`src/rtl/tmr_tick_prescaler.sv`:
```
module tmr_tick_prescaler #(
  parameter int RATE_W      = 4,
  parameter int NPINS       = 6,
  parameter int COMPAT_RATE = 5
) (
  input  logic              clk,
  input  logic              rst_n,
  input  logic              fast_mode,
  input  logic              rate_wr,
  input  logic [RATE_W-1:0] rate_wdata,
  input  logic              t2_clkout,
  input  logic              t2_baudgen,
  input  logic [NPINS-1:0]  pin_in,
  output logic [RATE_W-1:0] rate_o,
  output logic              tick,
  output logic              t2_tick,
  output logic [NPINS-1:0]  pin_smp
);
  localparam logic [RATE_W-1:0] DFLT_COMPAT = RATE_W'(COMPAT_RATE);
  localparam logic [RATE_W-1:0] DFLT_FAST   = '0;

  logic [RATE_W-1:0] rate_q, cnt_q;
  logic [NPINS-1:0]  sync1_q, sync2_q, smp_q;
  logic              wrap, smp_en;

  assign wrap    = (cnt_q == rate_q);
  assign tick    = rst_n & wrap;
  assign t2_tick = rst_n & ((t2_clkout | t2_baudgen) | wrap);
  assign smp_en  = fast_mode | tick;
  assign rate_o  = rate_q;
  assign pin_smp = smp_q;

  always_ff @(posedge clk) begin
    if (!rst_n)       rate_q <= fast_mode ? DFLT_FAST : DFLT_COMPAT;
    else if (rate_wr) rate_q <= rate_wdata;
  end

  always_ff @(posedge clk) begin
    if (!rst_n || rate_wr || wrap) cnt_q <= '0;
    else                           cnt_q <= cnt_q + 1'b1;
  end

  always_ff @(posedge clk) begin
    if (!rst_n) begin
      sync1_q <= '0;
      sync2_q <= '0;
      smp_q   <= '0;
    end else begin
      sync1_q <= pin_in;
      sync2_q <= sync1_q;
      if (smp_en) smp_q <= sync2_q;
    end
  end
endmodule

```
`config.mk`:
```
export PLATFORM = sky130hd
export DESIGN_NAME = tmr_tick_prescaler
export DESIGN_NICKNAME = d
export VERILOG_FILES = /design/src/rtl/tmr_tick_prescaler.sv
export SDC_FILE = /design/constraint.sdc
export NUM_CORES = 1
export LEC_CHECK = 0
export ABC_AREA = 1
export BUFFER_PORTS_ARGS = -buffer_cell sky130_fd_sc_hd__buf_2
export CAP_MARGIN = 20
export CORE_MARGIN = 2
export CORE_UTILIZATION = 54
export DETAILED_ROUTE_END_ITERATION = 10
export GPL_TIMING_DRIVEN = 0
export PLACE_DENSITY = 0.92
export SETUP_SLACK_MARGIN = 0.1
export SLEW_MARGIN = 25
export SYNTH_ARGS = -nofsm -noshare
export SYNTH_HDL_FRONTEND = slang
export SYNTH_SLANG_ARGS = --single-unit
```
`constraint.sdc`:
```
create_clock -name clk -period 4.2 [get_ports clk]
set_clock_uncertainty 0.2 [all_clocks]
set_input_delay 1.26 -clock clk [delete_from_list [all_inputs] [get_ports clk]]
set_output_delay 1.26 -clock clk [all_outputs]
set_load 0.02 [all_outputs]
```
## Word-level counts from Yosys, hierarchy flattened

Index checks and enable logic that the tools add are counted.

| storage, ports and cells | value |
|---|---|
| register bits | 26 |
| input port bits | 16 |
| output and inout port bits | 12 |
| word-level logic and storage cells | 19 |

| operators by class | value |
|---|---|
| $add $sub $neg | 1 |
| eq/ne operators | 2 |
| mux-type cells | 3 |
| bitwise operators | 5 |
| reduce and logical (&&, ||, !) cells | 3 |

Operators with widths:

| kind | number |
|---|---|
| 4-bit two-way mux | 2 |
| 4-bit by 1-bit adder with 4-bit output (second input constant) | 1 |
| 4-bit equality test | 1 |
| 3-bit two-way mux | 1 |
| 1-bit bitwise OR | 3 |
| 1-bit bitwise AND | 2 |
| 1-bit logical OR | 2 |
| 2-bit by 1-bit != test with 1-bit output (second input constant) | 1 |
| 1-bit zero test | 1 |

## Longest topological paths before layout

Gate-level depths: netlist of the first run.

| logic depth | value |
|---|---|
| depth in word-level cells | 3 |
| depth in mapped cells | 9 |
| depth with buffers taken out | 8 |

## Least setup slack after synthesis of the first run

Ideal clock, no wire load.

| path | value |
|---|---|
| path kind | input-to-output |
| start | input rst_n |
| end | output tick |
| arrival | 1.781 ns |
| required time | 2.740 ns |
| setup slack | 0.959 ns |
| cell stages on the path | 4 |
| buffers on the path | 2 |
| cell sequence | buf_4 nand3_2 buf_6 inv_1 |

| on the way | value |
|---|---|
| cells in the longest elaborated chain, start to end | 1 |

RTL lines:

| element | line | source |
|---|---|---|
| from (decl) | 7 | `input logic rst_n,` |
| 1-bit bitwise AND | 27 | `assign tick = rst_n & wrap;` |
| to (decl) | 15 | `output logic tick,` |

Every way passes these cells.

## Worst setup path after layout of the first run

Ends and elaborated chain as after synthesis.

==> qor.csv, run 1 <==
stage,metric,value,unit
clock_network,cts_tree,done,
layout,finish.cell_count_without_fillers,192,
global_routing,grt.total_usage,16.39,%
layout,layout-drive-gt1-share,24.85,%
global_routing,grt-ovfl-total,0,
critical_path,rr_startpoint,rate_o[1],
synth,synth_cells,135,
clock_network,clock_tree.root_cell,clkbuf_4,
worst_hold_path,min_delay_path_depth,2,
critical_path,category_of_the_critical_setup_timing_path,in -> out,
critical_path,timing.reg2reg.setup_slack,2610,ps
worst_hold_path,whs_endpoint,sync2_q[1],
synth,dominant_combinational_cell_family_by_area_after_synthesis,simple AND/OR/NAND/NOR gates,
clock_network,clk_path_buf_depth,2,
clock_network,post_cts_resize_count,0,
clock_network,insertion_delay,320,ps
outcome,status,completed,
timing,worst_slew_margin_rel,74.53,%
clock_network,path_clk_slew,130,ps
synth,synth_area,1065,um^2
timing,setup_ws,841.7,ps
floorplanning,starting_density_of_the_core,55.99,%
placed_design,gp_congestion,0.7558,
timing,worst-slew-pin-transition,382.0,ps
critical_path,timing.critical_path.required,2740,ps
floorplanning,dieHeight,48.41,um
critical_path,worstSetupEndpointType,primary output,
synth,yosys_register_bits,26,
floorplanning,total_die_area,2343,um^2
synth,synth_compound_gate_area_share,3.290,%
routing,drt_wl_total,1723,um
timing,unrepaired_setup_endpoints_after_global_routing,no,
run,max_cap_viol_count,0,
clock_network,clock_sinks,26,
pwr,vdd.ir_drop.worst,0.0002545,V
global_routing,first_pass_grt_wire_length,3056,um
critical_path,crit_path_start_kind,input port,
critical_path,critPathLaunch,rst_n,
routing,detail_route.iter0.violations,23,
critical_path,r2r.worst_path.cells,7,
clock_network,htree_levels,1,
layout,layout_nets,183,
synth,synth_fp_nets,152,
layout,relative_area_change_from_synthesis_to_final_layout,19.86,%
timing,hold_viol_final,0,
timing,finalSetupViolCount,0,
floorplanning,placeableCoreArea,1902,um^2
pwr,power_density,387.9,nW/um^2
clock_network,cts_setup_buffers,0,
routing,drt-wirelength-per-cell,8.974,um
synth,synth_xor_area_share,1.645,%
synth,synth_warnings,0,
placed_design,dp_worst_setup_slack,846.0,ps
timing,final-max-slew-violation-count,0,
synth,synthesis.area_per_instance,7.887,um^2
critical_path,cp.arrival,1900,ps
critical_path,rr_endpoint,pin_smp[0],
floorplanning,std_cell_rows,16,
layout,number_of_antenna_repair_diodes,0,
synth,synth_cell_types,17,
placed_design,placed_cells,188,
synth,yosysMostFrequentCell,nand2_1,
routing,drt_drc_violations_left,0,
synth,area_fraction_in_and_or_nand_and_nor_cells_after_synthesis,24.91,%
floorplanning,die_outline_width,48.41,um
routing,drt-pass1-iter-count,4,
placed_design,dp_hpwl,1333,um
synth,yosys-top-cells-area,"dfxtp_1 (41%), nand2_1 (14%), edfxtp_1 (11%)",
synth,synth-adder-area-share,1.175,%
placed_design,placement.io_buffers,26,
synth,netlist.area_leader.share,41.36,%
routing,antenna_left,0,
critical_path,worst-path-max-fanout,10,
routing,via_per_inst,4.318,
routing,vias,829,
worst_hold_path,min_path_type,reg -> reg,
synth,yosys_most_used_dff,dfxtp_1,
synth,async_reset_ff_share,0,%
global_routing,antenna_found_initial,0,
synth,seq_area_frac_synth,52.64,%
floorplanning,io_pins,28,
clock_network,cts_made_buffers,3,
synth,post_synth_mux_area_share,0,%
pwr,power.static_leakage,0.7377,nW
synth,synth.top_cells.by_count,"nand2_1 (39), inv_1 (32), dfxtp_1 (22)",
synth,post-synth-top-area-cell,dfxtp_1,
global_routing,pin_count_of_the_biggest_net_entering_global_routing,16,
pwr,finalPower,0.4950,mW
timing,final_min_period_over_clock_period,79.96,%
global_routing,grt_pass1_vias,816,
timing,hold-worst-slack,227.5,ps
synth,synth-edff-count,4,
timing,finalSetupTns,0,ps
timing,finalWorstPathRequiredPeriod,3358,ps
clock_network,hold_buffers,0,
worst_hold_path,min_from,sync1_q[1],
timing,max_freq,0.2978,GHz
per-layer routing:
metal | wire [um] | GRT usage (%) | vias to the layer above
met3 | 63 | 2.160 | 4
met1 | 756 | 17.65 | 359
met5 | 0 | 0 | -
met2 | 871 | 31.71 | 17
met4 | 31 | 7.143 | 0
li1 | - | - | 449
per-stage QoR:
stage          util, %  instance area, um^2
2_1_floorplan        -                 1065
3_3_place_gp     64.61                 1229
3_5_place_dp     64.61                 1229
4_1_cts          67.11                 1276
5_1_grt          67.11                 1276
6_report         67.11                 1276
cells by family (layout without fill, tap and decap cells):
logic type	count (synthesis)	after routing
adders and majority gates	1	1
DFF	26	26
xor gates and xnor gates	2	2
buffers and inverters	38	68
and+or+nand+nor	61	61
AOI/OAI and AO/OA	7	7
worst max path at each step:
stage,end,slack (ps),cells past startpoint
3_5_place_dp,tick,850,5
5_1_grt,tick,790,5
4_1_cts,tick,840,5
6_report,tick,840,5
3_3_place_gp,tick,870,5
2_1_floorplan,tick,960,4
worst max-delay path, stage by stage:
cell and delay [ps]:
buf_4 130, nand3_2 130, buf_6 170, inv_1 50, buf_2 150
registers in the layout, summed over array words and instances (netlist names):
register	cells
cnt_q	4
pin_smp	6
sync1_q	6
rate_o	4
sync2_q	6
layout make-up:
type	instances	area (um^2)
plain buffers	5	50.05
clock buffers	4	47.55
fillers	150	625.6
inverters	33	123.9
multi-input cells	71	330.3
flip-flops and latches	26	560.5
well taps	27	33.78
repair buffers	26	130.1
placed cells by master (no fill, tap or decap):
cell and n:
a21oi_1 7, buf_2 26, buf_4 1, buf_6 1, clkbuf_1 1, clkbuf_16 1
clkbuf_4 3, clkbuf_8 2, dfxtp_1 22, edfxtp_1 4, ha_1 1, inv_1 32
inv_2 1, nand2_1 39, nand3_1 5, nand3_2 4, nor2_1 11, nor2_2 2
xnor2_1 1, xor2_1 1
report_power, final:
group	internal [mW]	switching [mW]	leakage, nW
logic	0.0288	0.0429	0.489
registers	0.268	0.00772	0.223
clock network	0.0728	0.0749	0.0261
total	0.369	0.126	0.738
(Power assumes the default switching activity.)
==> run 2, diff against run 1 <==
- CORE_UTILIZATION: 54 -> 50
- PLACE_DENSITY: 0.92 -> 0.87
- clock period: 4.2 -> 3.5 ns (I/O delays scaled with it)
==> run 2 against run 1 <==
Cell count is the same; global-route usage grew 0.50 points; total power up 19%; hold slack worse by 5.8 ps; sequential share of layout area did not move; non-clock buffer count did not move.
==> qor.csv, run 2 (same netlist as run 1, synthesis figures left out) <==
stage,metric,value,unit,change
routing,drt_wl_total,1918,um,+11%
critical_path,crit_path_start_kind,input port,,
critical_path,cp.arrival,1700,ps,-200 ps
outcome,status,completed,,
clock_network,cts_setup_buffers,0,,unchanged
timing,worst-slew-pin-transition,389.3,ps,+7.349 ps
pwr,sw_frac_of_total,25.06,%,-0.30 points
placed_design,dp_worst_setup_slack,570.0,ps,-276.1 ps
clock_network,clock_sinks,26,,unchanged
pwr,share_seq_of_total_power,55.9,%,+0.2 points
timing,final_min_period_over_clock_period,84.18,%,
layout,stdcell_area,1276,um^2,unchanged
clock_network,cts_tree,done,,
worst_hold_path,min_from,sync1_q[0],,
timing,max_freq,0.3394,GHz,
critical_path,worstSetupEndpointType,primary output,,
layout,sequential_cell_area,560.5,um^2,unchanged
critical_path,timing.critical_path.required,2250,ps,-490 ps
clock_network,clk_path_buf_depth,2,,unchanged
timing,hold_viol_final,0,,unchanged
timing,worst_slew_margin_rel,74.04,%,-0.49 points
clock_network,htree_levels,1,,unchanged
timing,setup_ws,553.6,ps,-288.1 ps
placed_design,gp_congestion,0.7774,,+2.9%
pwr,finalPower,0.5916,mW,+19%
routing,route.met3.wl,63,um,unchanged
layout,number_of_antenna_repair_diodes,0,,unchanged
routing,drt-pass1-iter-count,4,,unchanged
global_routing,pin_count_of_the_biggest_net_entering_global_routing,16,,unchanged
critical_path,category_of_the_critical_setup_timing_path,in -> out,,
worst_hold_path,min_path_type,reg -> reg,,
clock_network,clock_tree.root_cell,clkbuf_4,,
pwr,p_clk_share,29.2,%,-0.6 points
pwr,vdd.ir_drop.worst,0.0002766,V,+8.7%
clock_network,hold_buffers,0,,unchanged
placed_design,placed_cell_area,1229,um^2,unchanged
layout,relative_area_change_from_synthesis_to_final_layout,19.86,%,unchanged
floorplanning,die_outline_width,50.15,um,+3.6%
pwr,internal-power,0.4433,mW,+20%
routing,detail_route.iter0.violations,14,,-39%
global_routing,grt.total_usage,16.89,%,+0.50 points
timing,finalWorstPathRequiredPeriod,2946,ps,
timing,final-max-slew-violation-count,0,,unchanged
floorplanning,starting_density_of_the_core,53.72,%,-2.3 points
clock_network,path_clk_slew,130,ps,about the same
placed_design,placement.io_buffers,26,,unchanged
pwr,power_density,463.5,nW/um^2,+19%
layout,most_common_library_cell_in_the_layout_ignoring_fill_and_taps,nand2_1,,
global_routing,antenna_found_initial,0,,unchanged
global_routing,first_pass_grt_wire_length,3139,um,+2.7%
timing,unrepaired_setup_endpoints_after_global_routing,no,,
timing,finalSetupTns,0,ps,unchanged
routing,drt-wirelength-per-cell,9.990,um,+11%
pwr,p_sw,0.1483,mW,+18%
clock_network,post_cts_resize_count,0,,unchanged
run,max_cap_viol_count,0,,unchanged
timing,finalSetupViolCount,0,,unchanged
floorplanning,std_cell_rows,16,,unchanged
layout,most-common-layout-cells,"nand2_1 (39), inv_1 (32), buf_2 (26)",,
critical_path,critPathLaunch,rst_n,,
critical_path,worst-path-max-fanout,10,,unchanged
floorplanning,placeableCoreArea,1982,um^2,+4.2%
routing,via_per_inst,4.490,,+4.0%
layout,fillCellCount,170,,+13%
routing,drt_drc_violations_left,0,,unchanged
global_routing,grt-ovfl-total,0,,unchanged
floorplanning,io_pins,28,,unchanged
clock_network,insertion_delay,320,ps,about the same
placed_design,dp_hpwl,1454,um,+9.1%
floorplanning,total_die_area,2515,um^2,+7.3%
routing,wl_met1,782,um,+3.4%
routing,met2_wirelength,1017,um,+17%
critical_path,rr_startpoint,cnt_q[1],,
global_routing,grt_pass1_vias,788,,-3.4%
layout,multi_input_area,330.3,um^2,unchanged
floorplanning,dieHeight,50.15,um,+3.6%
routing,vias,862,,+4.0%
critical_path,timing.reg2reg.setup_slack,1920,ps,-690 ps
routing,antenna_left,0,,unchanged
clock_network,cts_made_buffers,3,,unchanged
pwr,power.static_leakage,0.7377,nW,unchanged
layout,layout_nets,183,,unchanged
routing,top_signal_layer_used,met4,,
pwr,combPwrFrac,14.8,%,+0.3 points
layout,layout-drive-gt1-share,24.85,%,unchanged
[run 2: path summary, 6_finish.rpt]
| kind | to | cells after the start |
|---|---|---|
| max | tick | 5 |
| min | sync2_q[0] | 2 |
| max reg2reg | pin_smp[2] | 8 |
| min reg2reg | sync2_q[0] | 2 |
[run 2: cell type report]
cell class / count / area share (%)
clock buffer: 4 / 3.726
buffer: 5 / 3.922
tap: 27 / 2.647
sequential: 26 / 43.92
inverter: 33 / 9.706
timing repair buffer: 26 / 10.20
multi-input combinational: 71 / 25.88
[run 2: metrics by stage]
stage                     std cells  hold WS [ps]  utilization (%)
after CTS                       192         226.8            64.39
after floorplan                 135         190.5                -
final                           192         221.7            64.39
after global routing            192         241.0            64.39
after global placement          188         198.6            61.99
after detailed placement        188         200.1            61.99
[run 2: power groups by stage]
stage / logic [mW] / clock network (mW) / registers (mW)
final: 0.0876 / 0.173 / 0.331
after global routing: 0.0968 / 0.191 / 0.333
after CTS: 0.0881 / 0.178 / 0.331
after detailed placement: 0.0871 / 0 / 0.338
after global placement: 0.0839 / 0 / 0.336
after floorplan: 0.0485 / 0 / 0.348
[run 2: worst max-delay path, cell delays in order]
cell     delay, ps
buf_4          130
nand3_2        130
buf_6          170
inv_1           60
buf_2          150
[run 2: layer usage]
metal  up-vias  global-route usage [%]
li1        449                       -
met1       389                   17.15
met2        18                   30.92
met3         6                   2.679
met4         0                   12.04
met5         -                       0
==> run 3, diff against run 2 <==
- CORE_UTILIZATION: 50 -> 45
- PLACE_DENSITY: 0.87 -> 0.84
- clock period: 3.5 -> 2.4 ns (I/O delays scaled with it)
==> run 3 against run 2 <==
Sequential share of layout area decreased by 2.8 points; die area increased by 10%; combinational power rose by 77%; via count increased by 7.2%; global-route usage increased by 0.88 points; register-to-register slack got worse by 1600 ps; flip-flop and latch count did not move; cell count rose by 5.7%.
==> qor.csv, run 3 (same netlist as run 1, synthesis figures left out) <==
stage,metric,value,unit,change
timing,setup_ws,22.49,ps,-531.1 ps
floorplanning,placeableCoreArea,2233,um^2,+13%
routing,vias,924,,+7.2%
clock_network,path_clk_slew,140,ps,about the same
global_routing,grt.total_usage,17.77,%,+0.88 points
critical_path,timing.critical_path.required,1480,ps,-770 ps
worst_hold_path,min_from,sync1_q[0],,
clock_network,insertion_delay,320,ps,about the same
layout,sequential_cell_area,563.0,um^2,+0.45%
global_routing,grt_pass1_vias,811,,+2.9%
critical_path,worst-path-max-fanout,3,,-7
routing,drt_wl_total,2220,um,+16%
global_routing,grt-ovfl-total,0,,unchanged
timing,worst_slew_margin_rel,75.56,%,+1.5 points
routing,antenna_left,0,,unchanged
pwr,power.static_leakage,0.7809,nW,+5.8%
placed_design,placement.io_buffers,26,,unchanged
routing,drt-pass1-iter-count,4,,unchanged
outcome,status,completed,,
timing,finalSetupTns,0,ps,unchanged
critical_path,crit_path_start_kind,flip-flop,,
routing,drt_drc_violations_left,0,,unchanged
critical_path,critPathLaunch,rate_o[0],,
placed_design,dp_worst_setup_slack,146.9,ps,-423.0 ps
layout,fillCellCount,186,,+9.4%
critical_path,cp.arrival,1460,ps,-240 ps
global_routing,pin_count_of_the_biggest_net_entering_global_routing,16,,unchanged
floorplanning,std_cell_rows,17,,+1
placed_design,gp_congestion,0.7580,,-2.5%
clock_network,cts_tree,done,,
layout,relative_area_change_from_synthesis_to_final_layout,28.67,%,
clock_network,clock_tree.root_cell,clkbuf_4,,
global_routing,antenna_found_initial,0,,unchanged
critical_path,rr_startpoint,rate_o[0],,
routing,detail_route.iter0.violations,28,,+14
pwr,power_density,655.4,nW/um^2,+41%
clock_network,cts_made_buffers,3,,unchanged
clock_network,htree_levels,1,,unchanged
floorplanning,dieHeight,52.65,um,+5.0%
global_routing,first_pass_grt_wire_length,3429,um,+9.2%
timing,final-max-slew-violation-count,0,,unchanged
timing,hold_viol_final,0,,unchanged
timing,worst-slew-pin-transition,366.6,ps,-22.78 ps
floorplanning,starting_density_of_the_core,47.68,%,-6.0 points
timing,final_min_period_over_clock_period,99.06,%,
routing,drt-wirelength-per-cell,10.94,um,+9.5%
layout,layout_nets,193,,+5.5%
floorplanning,die_outline_width,52.65,um,+5.0%
floorplanning,io_pins,28,,unchanged
timing,max_freq,0.4206,GHz,
floorplanning,total_die_area,2772,um^2,+10%
layout,multi_input_area,334.1,um^2,+1.1%
pwr,vdd.ir_drop.worst,0.0004281,V,+55%
critical_path,worstSetupEndpointType,primary output,,
layout,layout-drive-gt1-share,31.43,%,+6.6 points
layout,most-common-layout-cells,"nand2_1 (39), inv_1 (31), buf_2 (24)",,
timing,finalWorstPathRequiredPeriod,2378,ps,
clock_network,clk_path_buf_depth,2,,unchanged
routing,via_per_inst,4.552,,+1.4%
clock_network,clock_sinks,26,,unchanged
placed_design,dp_hpwl,1355,um,-6.9%
critical_path,category_of_the_critical_setup_timing_path,reg -> out,,
timing,unrepaired_setup_endpoints_after_global_routing,yes,,
timing,finalSetupViolCount,0,,unchanged
layout,most_common_library_cell_in_the_layout_ignoring_fill_and_taps,nand2_1,,
worst_hold_path,min_path_type,reg -> reg,,
run,max_cap_viol_count,0,,unchanged
layout,number_of_antenna_repair_diodes,0,,unchanged
## run 3: final cells by class
cell class | count | share of cell area, %
buffer | 5 | 3.653
multi-input combinational | 71 | 24.38
clock buffer | 4 | 3.470
tap | 28 | 2.557
timing repair buffer | 36 | 15.62
sequential | 26 | 41.10
inverter | 33 | 9.224
## run 3: timing repair
item | 4_1_cts | 5_1_grt
pin swaps | 7 | 0
hold buffers | 0 | 0
endpoints found under the setup margin | 2 | 2
gates resized for setup | 7 | 1
buffers inserted | 9 | 1
## run 3: routing by layer
metal / share of wire (%) / GRT usage [%]
met5: 0 / 0
met4: 3.6 / 13.25
met3: 5.0 / 3.429
met2: 51 / 30.00
met1: 41 / 19.46
## run 3: critical path, cell delays in order (launching register included)
cell,delay (ps)
edfxtp_1,450
nand2_1,90
nand2_1,60
nor2_2,140
nand2_1,110
a21oi_2,130
buf_4,150
## run 3: worst paths after layout
path,endpoint,slack (ps),cells after the start
hold / removal,sync2_q[0],230,2
setup reg to reg,cnt_q[0],290,12
setup / recovery,t2_tick,20,6
hold reg to reg,sync2_q[0],230,2
## run 3: report_power, final
part           internal [mW]  switching (mW)
logic                 0.0682          0.0871
registers              0.469          0.0142
clock network          0.127           0.132
total                  0.665           0.233
## run 3: through the flow
step	util, %	hold slack (ps)	instance area [um^2]	power [mW]	std cells
2_1_floorplan	-	190.5	1065	0.5782	135
3_3_place_gp	55.07	193.0	1230	0.6131	189
3_5_place_dp	55.07	202.1	1230	0.6191	189
4_1_cts	60.90	229.5	1360	0.8925	202
5_1_grt	61.34	249.0	1370	0.9373	203
6_report	61.34	228.7	1370	0.8979	203
